**src/rtl/spi_regacc_pkg.sv**
```systemverilog
package spi_regacc_pkg;
  localparam int CMD_BITS = 16;

  typedef struct packed {
    logic active;
    logic rise;
    logic fall;
    logic din;
  } spi_ev_t;
endpackage

```
**src/rtl/spi_regacc_sync.sv**
```systemverilog
module spi_regacc_sync
  import spi_regacc_pkg::*;
#(
  parameter int STAGES = 2
) (
  input  logic    clk,
  input  logic    rst_n,
  input  logic    cs_n,
  input  logic    sclk,
  input  logic    sdi,
  output spi_ev_t ev
);
  localparam logic [2:0] IDLE_VAL = 3'b100;

  logic [2:0]              pins;
  logic [STAGES-1:0][2:0]  stg_q;
  logic [STAGES-1:0][2:0]  stg_d;
  logic                    sclk_prev_q;
  logic [2:0]              tail;

  assign pins = {cs_n, sclk, sdi};
  assign tail = stg_q[STAGES-1];

  always_comb begin
    stg_d[0] = pins;
    for (int i = 1; i < STAGES; i++) stg_d[i] = stg_q[i-1];
  end

  always_ff @(posedge clk or negedge rst_n) begin
    if (!rst_n) begin
      stg_q       <= {STAGES{IDLE_VAL}};
      sclk_prev_q <= 1'b0;
    end else begin
      stg_q       <= stg_d;
      sclk_prev_q <= tail[1];
    end
  end

  always_comb begin
    ev.active = ~tail[2];
    ev.rise   = ~tail[2] & tail[1] & ~sclk_prev_q;
    ev.fall   = ~tail[2] & ~tail[1] & sclk_prev_q;
    ev.din    = tail[0];
  end
endmodule

```
**src/rtl/spi_regacc_frame.sv**
```systemverilog
module spi_regacc_frame
  import spi_regacc_pkg::*;
#(
  parameter int ADDR_W = 11,
  parameter int DATA_W = 8,
  localparam int FRAME_BITS = CMD_BITS + DATA_W,
  localparam int CNT_W = $clog2(FRAME_BITS + 1)
) (
  input  logic              clk,
  input  logic              rst_n,
  input  spi_ev_t           ev,
  output logic [CNT_W-1:0]  bit_cnt,
  output logic              is_read,
  output logic [ADDR_W-1:0] reg_addr,
  output logic [DATA_W-1:0] reg_wdata,
  output logic              reg_we,
  output logic              reg_re
);
  localparam int SH_W = CMD_BITS;
  localparam logic [CNT_W-1:0] LAST_CMD  = CNT_W'(CMD_BITS - 1);
  localparam logic [CNT_W-1:0] LAST_DATA = CNT_W'(FRAME_BITS - 1);
  localparam logic [CNT_W-1:0] FULL      = CNT_W'(FRAME_BITS);

  logic [CNT_W-1:0]  cnt_q, cnt_d;
  logic [SH_W-1:0]   sh_q, sh_d;
  logic              rd_q, rd_d;
  logic [ADDR_W-1:0] addr_q, addr_d;
  logic [DATA_W-1:0] wdata_q, wdata_d;
  logic              we_q, we_d;
  logic              re_q, re_d;

  always_comb begin
    cnt_d   = cnt_q;
    sh_d    = sh_q;
    rd_d    = rd_q;
    addr_d  = addr_q;
    wdata_d = wdata_q;
    we_d    = 1'b0;
    re_d    = 1'b0;
    if (!ev.active) begin
      cnt_d = '0;
      sh_d  = '0;
      rd_d  = 1'b0;
    end else if (ev.rise && cnt_q != FULL) begin
      cnt_d = cnt_q + 1'b1;
      sh_d  = {sh_q[SH_W-2:0], ev.din};
      if (cnt_q == LAST_CMD) begin
        rd_d   = sh_q[SH_W-2];
        re_d   = sh_q[SH_W-2];
        addr_d = sh_d[ADDR_W-1:0];
      end
      if (cnt_q == LAST_DATA && !rd_q) begin
        we_d    = 1'b1;
        wdata_d = sh_d[DATA_W-1:0];
      end
    end
  end

  always_ff @(posedge clk or negedge rst_n) begin
    if (!rst_n) begin
      cnt_q   <= '0;
      sh_q    <= '0;
      rd_q    <= 1'b0;
      addr_q  <= '0;
      wdata_q <= '0;
      we_q    <= 1'b0;
      re_q    <= 1'b0;
    end else begin
      cnt_q   <= cnt_d;
      sh_q    <= sh_d;
      rd_q    <= rd_d;
      addr_q  <= addr_d;
      wdata_q <= wdata_d;
      we_q    <= we_d;
      re_q    <= re_d;
    end
  end

  assign bit_cnt   = cnt_q;
  assign is_read   = rd_q;
  assign reg_addr  = addr_q;
  assign reg_wdata = wdata_q;
  assign reg_we    = we_q;
  assign reg_re    = re_q;

  AST_RE_PULSE: assert property (@(posedge clk) disable iff (!rst_n)
    re_q |=> !re_q) else $error("read strobe longer than one cycle");
  AST_WE_PULSE: assert property (@(posedge clk) disable iff (!rst_n)
    we_q |=> !we_q) else $error("write strobe longer than one cycle");
  AST_WE_AFTER_FULL: assert property (@(posedge clk) disable iff (!rst_n)
    we_q |-> $past(cnt_q) == LAST_DATA) else $error("write before full byte");
  AST_NO_DUAL_STROBE: assert property (@(posedge clk) disable iff (!rst_n)
    !(we_q && re_q)) else $error("both strobes at once");
endmodule

```
**src/rtl/spi_regacc_txout.sv**
```systemverilog
module spi_regacc_txout
  import spi_regacc_pkg::*;
#(
  parameter int DATA_W = 8,
  localparam int FRAME_BITS = CMD_BITS + DATA_W,
  localparam int CNT_W = $clog2(FRAME_BITS + 1)
) (
  input  logic              clk,
  input  logic              rst_n,
  input  spi_ev_t           ev,
  input  logic [CNT_W-1:0]  bit_cnt,
  input  logic              is_read,
  input  logic              load,
  input  logic [DATA_W-1:0] rdata,
  output logic              sdo,
  output logic              sdo_oe
);
  localparam logic [CNT_W-1:0] FIRST_OUT = CNT_W'(CMD_BITS);
  localparam logic [CNT_W-1:0] END_OUT   = CNT_W'(FRAME_BITS);

  logic [DATA_W-1:0] tx_q, tx_d;
  logic              sdo_q, sdo_d;
  logic              oe_q, oe_d;
  logic              fall_ev;
  logic              in_window;

  assign fall_ev   = ev.fall;
  assign in_window = (bit_cnt >= FIRST_OUT) && (bit_cnt < END_OUT);

  always_comb begin
    tx_d  = tx_q;
    sdo_d = sdo_q;
    oe_d  = oe_q;
    if (!ev.active) begin
      oe_d = 1'b0;
    end else begin
      if (load) tx_d = rdata;
      if (ev.fall) begin
        if (is_read && in_window) begin
          oe_d  = 1'b1;
          sdo_d = tx_q[DATA_W-1];
          tx_d  = {tx_q[DATA_W-2:0], 1'b0};
        end else begin
          oe_d = 1'b0;
        end
      end
    end
  end

  always_ff @(posedge clk or negedge rst_n) begin
    if (!rst_n) begin
      tx_q  <= '0;
      sdo_q <= 1'b0;
      oe_q  <= 1'b0;
    end else begin
      tx_q  <= tx_d;
      sdo_q <= sdo_d;
      oe_q  <= oe_d;
    end
  end

  assign sdo    = sdo_q & oe_q;
  assign sdo_oe = oe_q;

  AST_OE_IDLE: assert property (@(posedge clk) disable iff (!rst_n)
    !ev.active |=> !oe_q) else $error("sdo enabled while deselected");
  AST_OE_READ_ONLY: assert property (@(posedge clk) disable iff (!rst_n)
    oe_q |-> is_read) else $error("sdo enabled outside a read");
  AST_SDO_HOLD: assert property (@(posedge clk) disable iff (!rst_n)
    !$past(fall_ev) |-> $stable(sdo_q)) else $error("sdo moved off a falling edge");
endmodule

```
**src/rtl/spi_regacc.sv**
```systemverilog
module spi_regacc
  import spi_regacc_pkg::*;
#(
  parameter int ADDR_W      = 11,
  parameter int DATA_W      = 8,
  parameter int SYNC_STAGES = 2,
  parameter int RST_STAGES  = 2
) (
  input  logic              clk,
  input  logic              rst_n,
  input  logic              cs_n,
  input  logic              sclk,
  input  logic              sdi,
  output logic              sdo,
  output logic              sdo_oe,
  output logic [ADDR_W-1:0] reg_addr,
  output logic [DATA_W-1:0] reg_wdata,
  output logic              reg_we,
  output logic              reg_re,
  input  logic [DATA_W-1:0] reg_rdata
);
  localparam int FRAME_BITS = CMD_BITS + DATA_W;
  localparam int CNT_W = $clog2(FRAME_BITS + 1);

  logic [RST_STAGES-1:0] rst_pipe_q;
  logic                  rst_core_n;
  spi_ev_t               ev;
  logic [CNT_W-1:0]      bit_cnt;
  logic                  is_read;

  generate
    if (RST_STAGES == 1) begin : g_rst1
      always_ff @(posedge clk or negedge rst_n) begin
        if (!rst_n) rst_pipe_q <= '0;
        else        rst_pipe_q <= 1'b1;
      end
    end else begin : g_rstn
      always_ff @(posedge clk or negedge rst_n) begin
        if (!rst_n) rst_pipe_q <= '0;
        else        rst_pipe_q <= {rst_pipe_q[RST_STAGES-2:0], 1'b1};
      end
    end
  endgenerate

  assign rst_core_n = rst_pipe_q[RST_STAGES-1];

  spi_regacc_sync #(.STAGES(SYNC_STAGES)) u_sync (
    .clk   (clk),
    .rst_n (rst_core_n),
    .cs_n  (cs_n),
    .sclk  (sclk),
    .sdi   (sdi),
    .ev    (ev)
  );

  spi_regacc_frame #(.ADDR_W(ADDR_W), .DATA_W(DATA_W)) u_frame (
    .clk       (clk),
    .rst_n     (rst_core_n),
    .ev        (ev),
    .bit_cnt   (bit_cnt),
    .is_read   (is_read),
    .reg_addr  (reg_addr),
    .reg_wdata (reg_wdata),
    .reg_we    (reg_we),
    .reg_re    (reg_re)
  );

  spi_regacc_txout #(.DATA_W(DATA_W)) u_tx (
    .clk     (clk),
    .rst_n   (rst_core_n),
    .ev      (ev),
    .bit_cnt (bit_cnt),
    .is_read (is_read),
    .load    (reg_re),
    .rdata   (reg_rdata),
    .sdo     (sdo),
    .sdo_oe  (sdo_oe)
  );
endmodule

```
**config.mk**
```make
export PLATFORM = sky130hd
export DESIGN_NAME = spi_regacc
export DESIGN_NICKNAME = d
export VERILOG_FILES = /design/src/rtl/spi_regacc_pkg.sv /design/src/rtl/spi_regacc_sync.sv /design/src/rtl/spi_regacc_frame.sv /design/src/rtl/spi_regacc_txout.sv /design/src/rtl/spi_regacc.sv
export SDC_FILE = /design/constraint.sdc
export NUM_CORES = 1
export LEC_CHECK = 0
export BUFFER_PORTS_ARGS = -buffer_cell sky130_fd_sc_hd__buf_2
export CORE_MARGIN = 8
export CORE_UTILIZATION = 55
export DETAILED_ROUTE_END_ITERATION = 6
export PLACE_DENSITY_LB_ADDON = 0.08
export SYNTH_ARGS = -nofsm -noshare
export SYNTH_HDL_FRONTEND = slang
export SYNTH_SLANG_ARGS = --single-unit
```
**constraint.sdc**
```tcl
create_clock -name clk -period 2.55 [get_ports clk]
set_input_delay 0 -clock clk [delete_from_list [all_inputs] [get_ports clk]]
set_output_delay 0 -clock clk [all_outputs]
set_load 0.01 [all_outputs]
```
# ---- After elaboration in Yosys (flattened, before gate mapping)
# Cells that the tools add are included.
dict set report totals {
  ff_bits 61
  out_inout_bits 23
}
dict set report classes {
  addsub 1
  order_cmp 2
  eq_ne 3
  n_mux 19
  bitwise 8
  n_reduce_logical 12
}
# operator n
set op_table {}
lappend op_table {{15-bit two-way mux} 2}
lappend op_table {{8-bit two-way mux} 3}
lappend op_table {{1-bit two-way mux} 12}
lappend op_table {{5-bit two-way mux} 2}
lappend op_table {{3-bit AND reduction} 3}
lappend op_table {{2-bit nonzero test} 3}
lappend op_table {{5-bit by 1-bit adder with 5-bit output (second input constant)} 1}
lappend op_table {{1-bit AND} 5}
lappend op_table {{5-bit by 4-bit equality test with 1-bit output (second input constant)} 1}
lappend op_table {{5-bit equality test (second input constant)} 1}
lappend op_table {{5-bit >= comparator (second input constant)} 1}
lappend op_table {{5-bit < comparator (second input constant)} 1}
lappend op_table {{5-bit inequality test (second input constant)} 1}
lappend op_table {{1-bit logical AND} 4}
lappend op_table {{1-bit NOT} 3}
lappend op_table {{2-bit AND reduction} 1}
lappend op_table {{1-bit zero test} 1}

# ---- Logic depth before layout (Yosys ltp)
# Gate-level depths: netlist (run 1).
dict set report logic_depth {
  ltp_word 6
  mapped_depth 6
}

# ---- Hierarchy
# A second synthesis (run 1) with hierarchy kept.
dict set report hier_totals {
  hier_cells 187
  hier_area_um2 2522.4
}
# mod n_inst cells_each area_per_inst_um2 seq_area_each_um2
set by_module_without_submodules {}
lappend by_module_without_submodules {spi_regacc_frame 1 112 1676.6 1051.0}
lappend by_module_without_submodules {spi_regacc_txout 1 61 588.1 250.2}
lappend by_module_without_submodules {spi_regacc_sync 1 11 203.9 177.7}
lappend by_module_without_submodules {spi_regacc 1 3 53.8 50.0}

# ---- Least setup slack after synthesis (run 1)
# Ideal clock, no wire load.
dict set report synth_path {
  path_kind {reg-to-reg}
  from {register u_frame.cnt_q[0] (netlist: u_frame.bit_cnt[0])}
  to {register u_frame.rd_q (netlist: u_frame.is_read)}
  setup_time_ns 0.125
  t_arrival_ns 1.543
  t_required_ns 2.425
  slack_ns 0.882
  path_stages_with_launch 7
  n_path_buf 1
  synth_period_minus_slack_ns 1.668
  path_cell_list {dfrtp_1 ha_1 and3_1 ha_1 nand3_2 buf_6 mux2_2}
}
dict set report synth_between {
  elab_chain_cells 4
  word_cells_on_any_way 6
}
# item line
set synth_rtl {}
lappend synth_rtl {{start: declaration} spi_regacc_frame.sv:24} ;# logic [CNT_W-1:0] cnt_q, cnt_d;
lappend synth_rtl {{start signal: assignment} spi_regacc_frame.sv:69} ;# cnt_q <= cnt_d;
lappend synth_rtl {{5-bit inequality test} spi_regacc_frame.sv:44} ;# end else if (ev.rise && cnt_q != FULL) begin
lappend synth_rtl {{1-bit logical AND} spi_regacc_frame.sv:44}
lappend synth_rtl {{2-bit nonzero test (no source line)} --}
lappend synth_rtl {{2-bit AND reduction (no source line) (*)} --}
lappend synth_rtl {{end signal: assignment} spi_regacc_frame.sv:71} ;# rd_q <= rd_d;
lappend synth_rtl {{end: declaration} spi_regacc_frame.sv:26} ;# logic rd_q, rd_d;
# Every way passes the cells marked *; elsewhere a longest branch is shown, timed or not.
# A chain may end at the register's enable or synchronous reset.

# ---- Worst setup path in the final report (run 1)
dict set report layout_path {
  from {register u_sync.stg_q (netlist bit u_sync.tail[2])}
  to {register u_tx.tx_q[6]}
}
dict set report layout_between {
  elab_chain_cells 4
}
# item line
set layout_rtl {}
lappend layout_rtl {{start: declaration} spi_regacc_sync.sv:16} ;# logic [STAGES-1:0][2:0] stg_q;
lappend layout_rtl {{start signal: assignment} spi_regacc_sync.sv:31} ;# stg_q <= {STAGES{IDLE_VAL}};
lappend layout_rtl {{start signal: assignment} spi_regacc_sync.sv:34} ;# stg_q <= stg_d;
lappend layout_rtl {{1-bit NOT (no source line)} --}
lappend layout_rtl {{1-bit AND (2 in series)} spi_regacc_sync.sv:42} ;# ev.fall = ~tail[2] & ~tail[1] & sclk_prev_q;
lappend layout_rtl {{8-bit two-way mux} spi_regacc_txout.sv:38} ;# if (ev.fall) begin
lappend layout_rtl {{end signal: assignment} spi_regacc_txout.sv:56} ;# tx_q <= tx_d;
lappend layout_rtl {{end: declaration} spi_regacc_txout.sv:21} ;# logic [DATA_W-1:0] tx_q, tx_d;
# Parallel ways exist; a longest one is shown, timed or not.

==> flow_summary.ini, run 1 <==
[logic_synthesis]
synthTopCellsByArea = dfrtp_1 59%, mux2_2 23%, nor2b_1 4.2%
syn_avg_cell_area_sq_um = 14.73
synth_largest_area_cell = dfrtp_1
ys_seq_area_frac = 0.6071
synth_top_area_share = 0.5862
synth.distinct_cells = 28
synth-seq-cells = 61
synth-warning-count = 0
netlist_area_sq_um = 2519
netlist_instances = 171
syn_nets = 187

[power_and_ir_drop]
power-per-cell-area_nw_per_um2 = 636.0
ir_drop_uv = 438.1
power_w = 0.001901
p_leak_nw = 1.590

[sta]
fin_tns_setup_ps = 0
rsz0062_at_grt = false
period_share = 0.7476
fin_crit_ps = 1906
layout_setup_ws_ps = 643.6
relSlewSlack = 0.4675
max_freq_mhz = 524.6
setup_viol = 0
fin_skew_ps = 8.647
tightest_slew_ps = 798.8
hold_violations = 0
slew_viol_final = 0

[clocking]
clockBufferDepth = 2
cts_htree_levels = 3
root_buffer = clkbuf_8
cts.sinks = 61
clock_latency_ps = 330
cts_tree = done
post_cts_resized = 0
clk_pin_slew_ps = 60
numCtsBuffers = 9

[worst_setup_path]
crit_fanout = 26
arrival_ps = 2120
r2r_slack_ps = 640
crit_type = reg -> reg
required_ps = 2760
setup.worst_path.start_class = flop
endpoint_kind = flop

[die]
initial_utilization = 0.5745
die_y_microns = 83.67
core_sq_um = 4384
pin_count = 36
die_w_microns = 83.67
dieArea_sq_um = 7001
fp-row-count = 24

[drt]
wl_per_cell_microns = 16.32
vias = 1451
first_pass_iters = 4
final_antenna_net_count = 0
drc_errors = 0
routed_via_density = 5.276
drt-total-wl_microns = 4489
dr.first_iter.drc_count = 63

[placement]
port_buffers = 35
placed_area_sq_um = 2740
gp_congestion = 0.8491
hpwlAfterDp_microns = 3034
dp_slack_ps = 625.7
dp.cells = 255

[global_route]
grt_max_degree = 38
grt_pass1_wl_microns = 7852
grt_pass1_vias = 1644
antenna_found_initial = 0
gr-total-overflow = 0
grtUsageTotal = 0.1409

[final_layout]
antenna_cells = 0
synthToLayoutAreaGrowth_pct = 18.68
final_cells = 275
layout.nets = 235
final_cell_area_sq_um = 2989
fillCellCount = 322
drive_above_1_share = 0.5022

[run_status]
status = completed

[run]
maxCapViolations = 0

[worst_hold_path]
min_path_type = in -> reg
-- critical path, stage by stage, from the launching register on --
cell and delay [ps]:
dfstp_2 850, nor2b_1 120, nand4b_1 410, mux2_2 400
-- routing by layer --
metal / vias up / GRT usage / routed length, microns
met3: 10 / 0.06250 / 212
met2: 27 / 0.2189 / 2198
met5: - / 0 / 0
met1: 733 / 0.1581 / 1991
met4: 0 / 0.07692 / 87
li1: 681 / - / -
-- flip-flops by register name, indices dropped and copies added, names as in the netlist --
name / count
u_frame.sh_q: 15
u_tx.sdo_oe: 1
u_tx.sdo_q: 1
u_frame.reg_addr: 11
u_frame.is_read: 1
u_frame.bit_cnt: 5
u_sync.stg_d: 3
rst_pipe_q: 2
u_frame.reg_wdata: 8
u_sync.sclk_prev_q: 1
u_tx.tx_q: 8
u_sync.tail: 3
u_frame.reg_re: 1
u_frame.reg_we: 1
-- metrics by stage --
stage	hold WS (ps)	util
3_3_place_gp	-215.7	0.6250
5_1_grt	13.21	0.6818
2_1_floorplan	-295.6	-
4_1_cts	6.140	0.6818
3_5_place_dp	-213.8	0.6250
6_report	18.75	0.6818
-- cell usage after synthesis (all sizes together) --
cell type	count
a21o	1
a21oi	1
a31oi	1
and2	2
and3	1
buf	3
clkbuf	2
conb	1
dfrtp	59
dfstp	2
ha	3
inv	5
mux2	52
mux2i	2
nand2	1
nand2b	3
nand3	3
nand4	1
nand4b	2
nor2	3
nor2b	17
nor3b	1
nor4b	1
o21ai	2
or3	1
or3b	1
-- cell families after synthesis --
| group | Yosys count | share of synthesized area |
|---|---|---|
| flops | 61 | 0.6071 |
| mux | 54 | 0.2404 |
| simple gates | 37 | 0.1033 |
| buf+inv | 10 | 0.02136 |
| compound gates | 5 | 0.01143 |
| fa+ha+maj | 3 | 0.01490 |
| other cells | 1 | 0.001489 |
-- layout make-up --
cell class	instances	area [sq um]	area share
flip-flops and latches	61	1530	0.5119
multi-input cells	100	935.9	0.3131
repair buffers	42	240.2	0.08037
clock buffers	11	151.4	0.05065
well taps	52	65.06	0.02177
clock inverters	4	47.55	0.01591
inverters	5	18.77	0.006279
-- cell usage in the layout (no fill, tap or decap) --
| cell type | Yosys | layout |
|---|---|---|
| dfrtp_1 | 59 | 58 |
| inv_1 | 5 | 5 |
| clkinvlp_4 | 0 | 1 |
| and2_1 | 2 | 2 |
| nor4b_2 | 1 | 1 |
| bufinv_16 | 0 | 1 |
| or3_1 | 1 | 1 |
| ha_1 | 3 | 3 |
| nand2b_1 | 3 | 3 |
| nand3_2 | 1 | 1 |
| dfstp_2 | 2 | 2 |
| nor3b_4 | 1 | 1 |
| buf_2 | 1 | 35 |
| a31oi_1 | 1 | 1 |
| dfrtp_2 | 0 | 1 |
| buf_4 | 0 | 2 |
| nand3_1 | 2 | 2 |
| nand4b_1 | 2 | 2 |
| nand2_2 | 1 | 1 |
| a21oi_1 | 1 | 1 |
| mux2i_1 | 2 | 2 |
| dlygate4sd3_1 | 0 | 5 |
| o21ai_0 | 2 | 2 |
| or3b_1 | 1 | 1 |
| clkbuf_8 | 0 | 11 |
| a21o_1 | 1 | 1 |
| and3_1 | 1 | 1 |
| nor2_1 | 3 | 3 |
| nor2b_1 | 17 | 17 |
| conb_1 | 1 | 1 |
| nand4_2 | 1 | 1 |
| clkinv_2 | 0 | 2 |
| mux2_2 | 52 | 52 |
-- repair_timing --
item | CTS | global route
hold buffers | 5 | 0
buffers inserted | 0 | 0
endpoints found under the setup margin | 0 | 0
endpoints found under the hold margin | 5 | 0
-- report_power, final --
group	internal, W	switching (W)	total [W]
logic	0.0000254	0.0000210	0.0000465
registers	0.000981	0.0000254	0.00101
clock network	0.000495	0.000353	0.000848
total	0.00150	0.000400	0.00190
-- final timing paths --
path,start,to,depth (start not counted)
max in group asynchronous,rst_pipe_q[1],u_frame.sh_q[0],1
hold / removal,reg_rdata[0],u_tx.tx_q[0],3
min in group asynchronous,rst_pipe_q[1],u_frame.reg_we,0
setup / recovery,u_sync.tail[2],u_tx.tx_q[6],3
setup reg to reg,u_sync.tail[2],u_tx.tx_q[6],3
hold reg to reg,u_sync.stg_d[3],u_sync.tail[0],0
Note: power is estimated with default switching activity, not from simulation.
==> run 2: changes to the inputs <==
--- a/config.mk
+++ b/config.mk
@@ -7,7 +7,7 @@
 export LEC_CHECK = 0
 export BUFFER_PORTS_ARGS = -buffer_cell sky130_fd_sc_hd__buf_2
 export CORE_MARGIN = 8
-export CORE_UTILIZATION = 55
+export CORE_UTILIZATION = 50
 export DETAILED_ROUTE_END_ITERATION = 6
 export PLACE_DENSITY_LB_ADDON = 0.08
 export SYNTH_ARGS = -nofsm -noshare
==> constraint.sdc (replaced) <==
create_clock -name clk -period 1.6 [get_ports clk]
set_input_delay 0 -clock clk [delete_from_list [all_inputs] [get_ports clk]]
set_output_delay 0 -clock clk [all_outputs]
set_load 0.01 [all_outputs]
==> flow_summary.ini, run 2 (synthesis results as in run 1) <==
[global_route]
gr-total-overflow = 0
grt_pass1_wl_microns = 8204
use_met1 = 0.1513
antenna_found_initial = 0
grtUsageMet2 = 0.2477
grt_pass1_vias = 1662
grt_max_degree = 60
grt_use_met3 = 0.05660
grtUsageTotal = 0.1454
grt.busiest_layer = met2

[drt]
routed_via_density = 4.978
dr.first_iter.drc_count = 44
drt-total-wl_microns = 5320
final_antenna_net_count = 0
vias = 1588
wl_per_cell_microns = 16.68
drc_errors = 0
first_pass_iters = 4

[sta]
max_freq_mhz = 597.8
layout_setup_ws_ps = -72.85
hold_violations = 0
fin_crit_ps = 1673
rsz0062_at_grt = true
fin_skew_ps = 7.273
period_share = 1.046
slew_viol_final = 0
setup_viol = 30

[final_layout]
seqCellArea_sq_um = 1530
antenna_cells = 0
synthToLayoutAreaGrowth_pct = 35.82
layout_common_cells = 58 x dfrtp_1, 38 x mux2_2, 35 x buf_2
multiInputGateArea_sq_um = 1045
fillCellCount = 356
largest_reg_flops = 15
final_common_cell = dfrtp_1
layout.nets = 260
largest_register = u_frame.sh_q
drive_above_1_share = 0.5703
final_cell_area_sq_um = 3421

[placement]
gp_congestion = 0.6883
placed_area_sq_um = 2858
hpwlAfterDp_microns = 3198
dp_slack_ps = -142.7
port_buffers = 35

[die]
core_sq_um = 4977
die_w_microns = 86.98
dieArea_sq_um = 7565
pin_count = 36
die_y_microns = 86.98
fp-row-count = 26
initial_utilization = 0.5060

[worst_setup_path]
endpoint_kind = flop
crit_type = reg -> reg
path_buf_inv = 3
crit_fanout = 7
crit_slowest_cell = dfrtp_1
worst-path-stages = 7
setup.worst_path.start_class = flop
path_cells = inv_2 -> ha_4 -> nand4b_1 -> buf_4 -> nand3_4 -> buf_12 -> mux2_4
reg2reg_depth = 7
required_ps = 1810
arrival_ps = 1890
critPathMaxStageDelay_ps = 420
cp_top_family = buffers and inverters

[clocking]
cts_tree = done
clockBufferDepth = 2
root_buffer = clkbuf_8
cts.sinks = 61
cts_htree_levels = 3
clock_latency_ps = 330
clk_pin_slew_ps = 70
numCtsBuffers = 9

[worst_hold_path]
min_path_type = in -> reg
holdPathStages = 3

[power_and_ir_drop]
power-per-cell-area_nw_per_um2 = 940.3
p_leak_nw = 1.806
ir_drop_uv = 697.8

[run_status]
violations = negative setup slack
status = finished, violations left

[run]
maxCapViolations = 0
[run 2: changes by cell type in the layout (fill, tap and decap cells not counted), sizes merged]
cell,before,now
clkinv,2,1
buf,37,62
clkbuf,11,12
bufinv,1,2
[run 2: final cells by class]
cell class / instances / share of cell area
tap: 70 / 0.02560
timing repair buffer: 67 / 0.1525
multi-input combinational: 100 / 0.3054
sequential: 61 / 0.4473
clock inverter: 4 / 0.02121
clock buffer: 12 / 0.04243
inverter: 5 / 0.005486
[run 2: metrics by stage]
| step | hold WS (ps) | utilization | setup TNS, ps | cells | power, W |
|---|---|---|---|---|---|
| finish | 26.12 | 0.6873 | -1066 | 319 | 0.003217 |
| global route | 34.81 | 0.6873 | -3024 | 319 | 0.003336 |
| global placement | -215.7 | 0.5742 | -562.9 | 280 | 0.001710 |
| CTS | 13.29 | 0.6506 | -515.8 | 306 | 0.003230 |
| detailed placement | -211.1 | 0.5742 | -1349 | 280 | 0.001713 |
| floorplan | -295.6 | - | -33.47 | 171 | 0.001663 |
[run 2: tightest hold or removal path: cells and delay by family]
family | cells | cell delay (ps)
buffers and inverters | 1 | 70
muxes | 2 | 250
[run 2: metal layers]
metal | vias to the layer above | share of wire
met5 | - | 0
met1 | 813 | 0.40
met2 | 31 | 0.54
li1 | 735 | -
met3 | 9 | 0.042
met4 | 0 | 0.021
[run 2: path summary, 6_finish.rpt]
path,start,to,slack (ps)
min reg2reg,rst_pipe_q[1],u_frame.reg_wdata[4],270
min in group asynchronous,rst_pipe_q[1],u_frame.reg_wdata[4],270
max,u_frame.bit_cnt[1],u_frame.reg_addr[6],-70
max reg2reg,u_frame.bit_cnt[1],u_frame.reg_addr[6],-70
min,reg_rdata[6],u_tx.tx_q[6],30
max in group asynchronous,rst_n,rst_pipe_q[1],920
[run 2: power breakdown]
group	switching (W)	total, W	leakage, nW	internal [W]
Clock	0.000568	0.00149	0.107	0.000918
Combinational	0.0000723	0.000150	0.873	0.0000774
Sequential	0.0000181	0.00158	0.827	0.00156
Total	0.000658	0.00322	1.81	0.00256
[run 2: repair_timing]
| item | in CTS | in global routing |
|---|---|---|
| hold buffers | 5 | 0 |
| endpoints found under the hold margin | 5 | 0 |
| setup endpoints to repair | 36 | 37 |
| pin swaps | 1 | 5 |
| resized for setup | 13 | 18 |
| gates cloned | 1 | 1 |
| buffers inserted | 4 | 12 |
==> run 3: changes to the inputs <==
--- a/config.mk
+++ b/config.mk
@@ -9,6 +9,7 @@
 export CORE_MARGIN = 8
 export CORE_UTILIZATION = 50
 export DETAILED_ROUTE_END_ITERATION = 6
+export HOLD_SLACK_MARGIN = 0.03
 export PLACE_DENSITY_LB_ADDON = 0.08
 export SYNTH_ARGS = -nofsm -noshare
 export SYNTH_HDL_FRONTEND = slang
==> flow_summary.ini, run 3 (synthesis results as in run 1) <==
[sta]
layout_setup_ws_ps = -72.41
slew_viol_final = 0
setup_viol = 30
fin_skew_ps = 6.988
hold_ws_ps = 45.98
fin_crit_ps = 1672
hold_violations = 0
max_freq_mhz = 597.9
period_share = 1.045
rsz0062_at_grt = true

[final_layout]
layout_common_cells = 58 x dfrtp_1, 38 x mux2_2, 35 x buf_2
post-route-util = 0.6933
final_common_cell = dfrtp_1
final_cells = 322
antenna_cells = 0
layout.nets = 263
largest_register = u_frame.sh_q
drive_above_1_share = 0.5635
largest_reg_flops = 15
synthToLayoutAreaGrowth_pct = 37.01

[placement]
dp_slack_ps = -142.7
hpwlAfterDp_microns = 3198
port_buffers = 35
dp.cells = 280
gp_congestion = 0.6883

[drt]
vias = 1597
first_pass_iters = 4
routed_via_density = 4.960
drc_errors = 0
drt-total-wl_microns = 5329
final_antenna_net_count = 0
dr.first_iter.drc_count = 44
wl_per_cell_microns = 16.55

[die]
pin_count = 36
core_sq_um = 4977
die_y_microns = 86.98
initial_utilization = 0.5060
die_w_microns = 86.98
dieArea_sq_um = 7565
fp-row-count = 26

[clocking]
clock_latency_ps = 330
cts_htree_levels = 3
cts_tree = done
cts.sinks = 61
numCtsBuffers = 9
clk_pin_slew_ps = 60
root_buffer = clkbuf_8
clockBufferDepth = 2

[worst_setup_path]
setup.worst_path.start_class = flop
cp_top_family = buffers and inverters
crit_type = reg -> reg
critPathMaxStageDelay_ps = 420
arrival_ps = 1890
required_ps = 1810
path_buf_inv = 3
path_cells = inv_2 -> ha_4 -> nand4b_1 -> buf_4 -> nand3_4 -> buf_12 -> mux2_4
crit_fanout = 7
crit_slowest_cell = dfrtp_1
endpoint_kind = flop

[global_route]
grt_max_degree = 60
grt_pass1_vias = 1674
grt_pass1_wl_microns = 8259
grtUsageTotal = 0.1462
antenna_found_initial = 0
gr-total-overflow = 0

[worst_hold_path]
min_path_type = in -> reg

[power_and_ir_drop]
power-per-cell-area_nw_per_um2 = 933.5
power_w = 0.003221
ir_drop_uv = 697.9
p_leak_nw = 1.818

[run_status]
violations = negative setup slack
status = finished, violations left

[run]
maxCapViolations = 0
-- run 3: path summary, 6_finish.rpt --
path                                    startpoint              endpoint  slack, ps  cells past startpoint
worst max-delay path            u_frame.bit_cnt[1]   u_frame.reg_addr[6]        -70                      7
worst min-delay path                  reg_rdata[7]          u_tx.tx_q[7]         50                      3
worst max register to register  u_frame.bit_cnt[1]   u_frame.reg_addr[6]        -70                      7
worst min register to register       rst_pipe_q[1]  u_frame.reg_wdata[4]        260                      1
max in group asynchronous                    rst_n         rst_pipe_q[1]        920                      3
min in group asynchronous            rst_pipe_q[1]  u_frame.reg_wdata[4]        260                      1
-- run 3: worst reg2reg max path, cell delays in order (launching register included) --
cell      delay [ps]
dfrtp_1          420
inv_2            100
ha_4             130
nand4b_1         160
buf_4            200
nand3_4          100
buf_12           150
mux2_4           310
-- run 3: area by class of cell --
| class | count | area [sq um] |
|---|---|---|
| Clock buffer | 12 | 145.1 |
| Clock inverter | 4 | 72.57 |
| Fill cell | 353 | 1526 |
| Inverter | 5 | 18.77 |
| Multi-Input combinational cell | 100 | 1045 |
| Sequential cell | 61 | 1530 |
| Tap cell | 70 | 87.58 |
| Timing Repair Buffer | 70 | 551.8 |
-- run 3: report_power, final --
part	internal [W]	switching, W	leakage, nW
logic	0.0000821	0.0000731	0.885
clock network	0.000918	0.000567	0.107
registers	0.00156	0.0000181	0.827
-- run 3: repair_timing --
item	4_1_cts	5_1_grt
endpoints found under the hold margin	8	0
buffers inserted	4	12
pin swaps	1	5
setup endpoints to repair	36	37
resized for setup	13	18
cloned	1	1
hold buffers	8	0
-- run 3: through the flow --
stage / area (sq um) / setup TNS (ps)
3_3_place_gp: 2858 / -562.9
5_1_grt: 3451 / -3024
4_1_cts: 3268 / -515.8
6_report: 3451 / -1064
3_5_place_dp: 2858 / -1349
2_1_floorplan: 2525 / -33.47
-- run 3: routing by layer --
metal  share of wire  global-route usage
met5               0                   0
met4           0.021             0.07668
met3           0.042             0.05660
met2            0.54              0.2484
met1            0.40              0.1530
